## src/rtl/irda_sir_pkg.sv

```systemverilog
// Package: shared register layout and timing helpers for the IrDA SIR modulator.
// Assumes the control register is 8 bits wide with two live bits.
package irda_sir_pkg;
    localparam int REG_W      = 8;
    localparam int BIT_EN     = 0;   // modulation enable
    localparam int BIT_LP     = 1;   // fixed low-power pulse select
    localparam logic [REG_W-1:0] CTRL_MASK = 8'h03;
    localparam int TICK_PULSE = 3;   // ticks of 16 per bit that carry light

    // Clock cycles needed for a 1.6 us pulse, rounded up.
    function automatic int lp_cycles(input int clk_khz);
        longint num;
        num = longint'(clk_khz) * 16 + 64'd9999;
        return int'(num / 64'd10000);
    endfunction
endpackage

```

## src/rtl/irda_ctrl_reg.sv

```systemverilog
// Control register: holds enable and low-power bits.
// Assumes writes are single-cycle strobes; updates only while the UART is idle.
module irda_ctrl_reg
    import irda_sir_pkg::*;
(
    input  logic             clk,
    input  logic             rst_n,
    input  logic             reg_wr,
    input  logic [REG_W-1:0] reg_wdata,
    input  logic             uart_busy,
    output logic [REG_W-1:0] ctrl_q
);
    // Store masked write data when the UART is idle; reserved bits stay zero.
    always_ff @(posedge clk) begin
        if (!rst_n)
            ctrl_q <= '0;
        else if (reg_wr && !uart_busy)
            ctrl_q <= reg_wdata & CTRL_MASK;
    end

    // a write while busy leaves the register untouched
    a_r7_locked_write: assert property (@(posedge clk) disable iff (!rst_n)
        (reg_wr && uart_busy) |=> $stable(ctrl_q));
endmodule

```

## src/rtl/irda_tick_pulse.sv

```systemverilog
// Scaled pulse timer: holds its output for TICK_PULSE tick16 periods after a start.
// Assumes start coincides with a tick16 cycle at the opening of a bit.
module irda_tick_pulse
    import irda_sir_pkg::*;
#(
    parameter int TICKS = TICK_PULSE
) (
    input  logic clk,
    input  logic rst_n,
    input  logic clr,
    input  logic start,
    input  logic tick16,
    output logic on
);
    localparam int TCW = $clog2(TICKS + 1);
    localparam logic [TCW-1:0] LAST = TCW'(TICKS - 1);

    logic [TCW-1:0] tcnt;

    // Count ticks from the start edge and drop the pulse on the last one.
    always_ff @(posedge clk) begin
        if (!rst_n || clr) begin
            on   <= 1'b0;
            tcnt <= '0;
        end else if (start) begin
            on   <= 1'b1;
            tcnt <= '0;
        end else if (on && tick16) begin
            if (tcnt == LAST)
                on <= 1'b0;
            else
                tcnt <= tcnt + 1'b1;
        end
    end

    // the tick count never runs past the pulse length
    a_r3_tick_bound: assert property (@(posedge clk) disable iff (!rst_n)
        on |-> (tcnt <= LAST));
endmodule

```

## src/rtl/irda_fixed_pulse.sv

```systemverilog
// Fixed pulse timer: holds its output for CYCLES system clocks after a start.
// Assumes CYCLES >= 1; the baud tick plays no part in its timing.
module irda_fixed_pulse #(
    parameter int CYCLES = 400
) (
    input  logic clk,
    input  logic rst_n,
    input  logic clr,
    input  logic start,
    output logic on
);
    localparam int LCW = $clog2(CYCLES + 1);
    localparam logic [LCW-1:0] LOAD = LCW'(CYCLES - 1);

    logic [LCW-1:0] lcnt;

    // Load on start, count down each clock, release at zero.
    always_ff @(posedge clk) begin
        if (!rst_n || clr) begin
            on   <= 1'b0;
            lcnt <= '0;
        end else if (start) begin
            on   <= 1'b1;
            lcnt <= LOAD;
        end else if (on) begin
            if (lcnt == '0)
                on <= 1'b0;
            else
                lcnt <= lcnt - 1'b1;
        end
    end

    // while cycles remain the pulse is held
    a_r4_hold: assert property (@(posedge clk) disable iff (!rst_n || clr)
        (on && lcnt != '0 && !start) |=> on);
endmodule

```

## src/rtl/irda_sir_mod.sv

```systemverilog
// Top: NRZ-to-IrDA SIR transmit modulator with control register.
// Assumes tick16 is the UART 16x enable and bit_start marks the first tick of each bit.
module irda_sir_mod
    import irda_sir_pkg::*;
#(
    parameter int CLK_KHZ = 250000
) (
    input  logic             clk,
    input  logic             rst_n,
    input  logic             tick16,
    input  logic             bit_start,
    input  logic             uart_txd,
    input  logic             uart_tx_en,
    input  logic             uart_rx_en,
    input  logic             reg_wr,
    input  logic [REG_W-1:0] reg_wdata,
    output logic [REG_W-1:0] reg_rdata,
    output logic             ir_tx
);
    localparam int LP_CYC = lp_cycles(CLK_KHZ);

    logic [REG_W-1:0] ctrl_q;
    logic mod_en, lp_sel, zero_start, tick_on, fixed_on, pulse;

    irda_ctrl_reg u_reg (
        .clk       (clk),
        .rst_n     (rst_n),
        .reg_wr    (reg_wr),
        .reg_wdata (reg_wdata),
        .uart_busy (uart_tx_en | uart_rx_en),
        .ctrl_q    (ctrl_q)
    );

    // Decode mode bits and detect the opening tick of a zero bit.
    always_comb begin
        mod_en     = ctrl_q[BIT_EN];
        lp_sel     = ctrl_q[BIT_LP];
        zero_start = mod_en && tick16 && bit_start && !uart_txd;
    end

    irda_tick_pulse u_tick (
        .clk    (clk),
        .rst_n  (rst_n),
        .clr    (!mod_en || lp_sel),
        .start  (zero_start && !lp_sel),
        .tick16 (tick16),
        .on     (tick_on)
    );

    irda_fixed_pulse #(.CYCLES(LP_CYC)) u_fixed (
        .clk   (clk),
        .rst_n (rst_n),
        .clr   (!mod_en || !lp_sel),
        .start (zero_start && lp_sel),
        .on    (fixed_on)
    );

    // Select the pin source: raw NRZ, or the active pulse timer.
    always_comb begin
        pulse     = lp_sel ? fixed_on : tick_on;
        ir_tx     = mod_en ? pulse : uart_txd;
        reg_rdata = ctrl_q;
    end

    // a one bit opening with the LED dark keeps it dark next cycle
    a_r2_one_dark: assert property (@(posedge clk) disable iff (!rst_n)
        (mod_en && tick16 && bit_start && uart_txd && !ir_tx) |=> !ir_tx);
    // reserved bits never read back as one
    a_r5_reserved_zero: assert property (@(posedge clk) disable iff (!rst_n)
        reg_rdata[REG_W-1:2] == '0);
endmodule

```

## config.mk

```make
export PLATFORM = sky130hd
export DESIGN_NAME = irda_sir_mod
export DESIGN_NICKNAME = d
export VERILOG_FILES = /design/src/rtl/irda_sir_pkg.sv /design/src/rtl/irda_ctrl_reg.sv /design/src/rtl/irda_tick_pulse.sv /design/src/rtl/irda_fixed_pulse.sv /design/src/rtl/irda_sir_mod.sv
export SDC_FILE = /design/constraint.sdc
export NUM_CORES = 1
export LEC_CHECK = 0
export BUFFER_PORTS_ARGS = -buffer_cell sky130_fd_sc_hd__buf_2
export CORE_ASPECT_RATIO = 0.75
export CORE_UTILIZATION = 25
export DETAILED_ROUTE_END_ITERATION = 6
export GPL_TIMING_DRIVEN = 0
export HOLD_SLACK_MARGIN = 0.1
export MAX_ROUTING_LAYER = met4
export PLACE_DENSITY = 0.44
export SYNTH_ARGS = -nofsm -noshare
export SYNTH_HDL_FRONTEND = slang
export SYNTH_SLANG_ARGS = --single-unit
export TNS_END_PERCENT = 5
```

## constraint.sdc

```tcl
create_clock -name clk -period 1.8 [get_ports clk]
set_clock_uncertainty 0.15 [all_clocks]
set_input_delay 0.54 -clock clk [delete_from_list [all_inputs] [get_ports clk]]
set_output_delay 0.54 -clock clk [all_outputs]
set_load 0.005 [all_outputs]
```

Word-level counts from Yosys, hierarchy flattened
Index checks and enable logic that the tools add are counted.
{ "op_classes": {"add_sub_neg": 2, "eq_ne": 2, "n_mux": 11, "n_bitwise": 3, "reduce_logical": 26} }
{ "op_table": {"columns": ["cell", "count"], "rows": [
  ["$mux W9", 3],
  ["$logic_not A9 Y1", 1],
  ["$sub A9 B1 Y9 const B", 1],
  ["$mux W1", 8],
  ["$reduce_and A2 Y1", 4],
  ["$logic_and A1 B1 Y1", 7],
  ["$reduce_bool A2 Y1", 3],
  ["$logic_not A1 Y1", 5],
  ["$logic_or A1 B1 Y1", 4],
  ["$reduce_or A2 Y1", 2],
  ["$add A2 B1 Y2 const B", 1],
  ["$eq A2 B2 Y1 const B", 1],
  ["$ne A2 B1 Y1 const B", 1],
  ["$not A1 Y1", 2],
  ["$or A1 B1 Y1", 1]
]} }
{ "totals": {"register_bits": 15, "inputBits": 16, "output_inout_bits": 9, "wordCells": 50} }

Logic depth before layout (Yosys ltp)
{ "depth": {"depth_word": 6, "mapped_depth": 6} }

Cells and area by module
Synthesis repeated with hierarchy kept, for this count alone.
{ "unflattened": {"cells_unflattened": 107, "hier_area_um2": 940.9} }
{ "by_module_without_submodules": {"columns": ["mod", "n_inst", "cells_each", "area_per_inst_um2", "seq_area_each_um2"], "rows": [
  ["irda_fixed_pulse", 1, 67, 575.6, 200.2],
  ["irda_tick_pulse", 1, 15, 165.2, 60.1],
  ["irda_ctrl_reg", 1, 16, 137.6, 40.0],
  ["irda_sir_mod", 1, 9, 62.6, 0.0]
]} }

Worst setup path before layout
OpenSTA, ideal clock, no wires.
{ "synth_timing": {"kind": "reg-to-reg", "startpoint": "reg u_fixed.lcnt[0]", "endpoint": "reg u_fixed.lcnt[2]", "setup_time_ns": 0.076, "t_arrival_ns": 1.520, "required_time_ns": 1.574, "setup_slack_ns": 0.054, "path_stages_with_launch": 7, "period_less_slack_ns": 1.746, "cell_sequence": "dfxtp_1 inv_1 ha_1 nor4b_2 a31o_2 or3b_1 a31oi_1"} }
{ "synth_via": {"elab_chain_len": 4} }
{ "synth_lines": {"columns": ["element", "line", "source"], "rows": [
  ["start: declaration", "irda_fixed_pulse.sv:15", "logic [LCW-1:0] lcnt;"],
  ["start signal: assignment", "irda_fixed_pulse.sv:29", "lcnt <= lcnt - 1'b1;"],
  ["$sub A9 B1 Y9", "irda_fixed_pulse.sv:29", null],
  ["$mux W9", "irda_fixed_pulse.sv:26", "if (lcnt == '0)"],
  ["$mux W9", "irda_fixed_pulse.sv:25", "end else if (on) begin"],
  ["$mux W9", "irda_fixed_pulse.sv:22", "end else if (start) begin"]
]} }
Several ways; a longest one is shown, not always the timed one. The select of a mux whose other input is x is not followed.
A chain may end at the register's enable or synchronous reset.

Worst setup path in the final report
Same ends and word-level chain as after synthesis.

==> run summary <==
Starting Density -> 0.264
Hold Path Class -> flop to flop
Grt ovf -> 0
Initial antenna violation count -> 0
Endpoints failing hold -> 0
Seq/Total Area, Yosys -> 0.385
Largest area contributor in the netlist -> dfxtp_1
Detailed Routing Iterations Pass 1 -> 4
Share of the synthesized area in the top cell type -> 0.385
Via count -> 673
DRT Wirelength -> 1470 um
Met3 usage -> 0.0341
# setup viols final -> 0
CP Data Arrival Time -> 1.74 ns
Die Ht -> 50.4 um
Gr busiest metal -> met2
Worst Path Max Fanout -> 5
P&R area growth vs syn -> 27.4%
Hold Path Cell Cnt -> 1
Routed Antenna Nets -> 0
Routed vias/inst -> 4.52
Synthesis-stage register bit count -> 15
CTS tree -> yes
H-tree depth -> 1
Crit Reg-Reg Endpoint -> u_fixed.lcnt[2]$_SDFFE_PP0P_
Layout net count -> 130
RePlAce Congestion -> 0.732
Top cells by count, synth -> 15 x dfxtp_1, 8 x nor2_1, 7 x a21oi_1, 7 x nand2_1, 6 x buf_4
CP startpoint kind -> flop
Crit. End Element -> flop
Die W -> 66.5 um
CTS clk-pin slew, worst paths -> 0.06 ns
Worst EP required -> 1.82 ns
Most common cell in the synthesized netlist -> dfxtp_1
Cells after Synth -> 88
Clock Tree Buf Depth -> 2
Max VDD drop -> 0.151 mV
Crit path kind -> flop to flop
Tcrit/Tclk final -> 0.953
Mapped Area -> 781 um^2
Post-synth top flop -> dfxtp_1
TritonCTS Sinks -> 15
Pwr/cell area -> 641 nW/um^2
TNS Setup -> 0 ns
Total I/O pin count -> 25
Vias in the first global route -> 576
R2r setup slk -> 0.08 ns
Worst-Skew Late Latency -> 0.24 ns
Max_cap viols -> 0
CTS Hold Bufs -> 0
Max Slew Vio Count -> 0
Total power -> 637 uW
Pleak -> 0.364 nW
R2R depth -> 6
First-pass GRT wire length -> 2480 um
Critical Path Sink -> u_fixed.lcnt[2]$_SDFFE_PP0P_
GRT met2 Usage -> 0.150
RSZ-0062 raised after global routing -> false
Clk root buf -> clkbuf_8
EDFF count, synth -> 0
Die area -> 3350 um^2
Pre-CTS setup slack -> -0.110 ns
Top cells by area, synth -> dfxtp_1 38%, buf_4 5.8%, a21oi_1 4.5%
Core area -> 2960 um^2
IO buf count -> 12
Fin worst setup slack -> 0.0844 ns
Worst hold margin -> 0.333 ns
Post-DP HPWL -> 1110 um
Synth unique cells -> 32
Share of flip-flops with an asynchronous set or reset -> 0
Num rows -> 17
Fmax -> 583 MHz
Antenna fix cells -> 0
GRT Total Usage -> 0.104
Average size of a mapped cell -> 8.87 um^2
1st-iter DRT viols -> 39
Layout cell share with drive strength beyond 1 -> 0.324
Status -> finished, final reports clean
GR Layer Usage met1 -> 0.126
Yosys Warn Count -> 0
RR Startpoint -> u_fixed.lcnt[0]$_SDFFE_PP0P_
Drt drc -> 0
CTS buffer count -> 3
Avg WL per Cell -> 9.83 um
Min Clock Period, post-route -> 1.72 ns
Largest net degree at the start of global routing -> 9
Worst setup path start -> u_fixed.lcnt[0]$_SDFFE_PP0P_
==> per-stage QoR <==
step	instances	area, um^2	util
3_3_place_gp	143	907	0.307
5_1_grt	149	995	0.336
6_report	149	995	0.336
2_1_floorplan	93	800	-
4_1_cts	148	972	0.329
3_5_place_dp	143	907	0.307
==> cells in the final DEF, fill, tap and decap left out, types with 2 or more instances in the layout <==
master / count
a31oi_1: 3
inv_2: 2
conb_1: 6
dfxtp_1: 12
nor3b_1: 2
nor2b_1: 3
clkbuf_8: 3
dfxtp_2: 2
mux2i_1: 3
buf_2: 12
or4_1: 3
o21ai_0: 3
inv_1: 2
xnor2_1: 2
xor2_1: 2
o41ai_1: 2
nand2_1: 7
a21oi_1: 7
buf_4: 8
nor2_1: 8
==> flip-flops by register name (all words and copies together) (netlist names) <==
register      cells
u_tick.on         1
u_reg.ctrl_q      2
u_fixed.lcnt      9
u_tick.tcnt       2
u_fixed.on        1
==> worst max-delay path: stages (launching register included) <==
cell     delay [ns]
dfxtp_2        0.33
inv_2          0.06
ha_4           0.17
nor4b_4        0.13
a31o_2         0.28
or3b_1         0.37
a31oi_1        0.15
==> how the worst min path moves through the flow <==
stage,start,endpoint,slack [ns]
after CTS,u_reg.ctrl_q[1]$_SDFFE_PN0P_,u_tick.on$_SDFFE_PP0P_,0.36
after global placement,u_tick.tcnt[1]$_SDFFE_PP0P_,u_tick.tcnt[1]$_SDFFE_PP0P_,0.34
after detailed placement,u_tick.tcnt[1]$_SDFFE_PP0P_,u_tick.tcnt[1]$_SDFFE_PP0P_,0.35
after floorplan,u_fixed.lcnt[5]$_SDFFE_PP0P_,u_fixed.lcnt[5]$_SDFFE_PP0P_,0.32
final,u_reg.ctrl_q[1]$_SDFFE_PN0P_,u_tick.on$_SDFFE_PP0P_,0.33
after global routing,u_reg.ctrl_q[1]$_SDFFE_PN0P_,u_tick.on$_SDFFE_PP0P_,0.35
==> power breakdown <==
part	leakage, nW	internal [mW]	switching (mW)	total [mW]
clock network	0.0228	0.157	0.110	0.266
registers	0.123	0.333	0.00269	0.335
logic	0.218	0.0218	0.0137	0.0355
total	0.364	0.511	0.126	0.637
==> layer usage <==
layer  vias to the layer above  share of wire
met5                         -              0
li1                        352              -
met1                       302           0.51
met2                        19           0.44
met4                         0              0
met3                         0          0.042
==> repair_timing <==
item,4_1_cts,5_1_grt
pin swaps,0,1
gates cloned,0,0
resized for setup,3,6
setup endpoints to repair,3,4
setup buffers,1,1
==> cells by family after synthesis <==
logic type / share of synthesized area
and+or+nand+nor: 0.228
AOI/OAI and AO/OA: 0.176
DFF: 0.385
buffers and inverters: 0.0769
xor gates and xnor gates: 0.0449
muxes: 0.0529
adders and majority gates: 0.0320
other: 0.00480
==> area by class of cell <==
type	instances	area, um^2
Fill cell	305	1960
Timing Repair Buffer	14	75.1
Tap cell	38	47.5
Multi-Input combinational cell	68	460
Buffer	6	45.0
Inverter	4	15.0
Clock buffer	4	45.0
Sequential cell	15	307
Note: power is estimated with default switching activity, not from simulation.
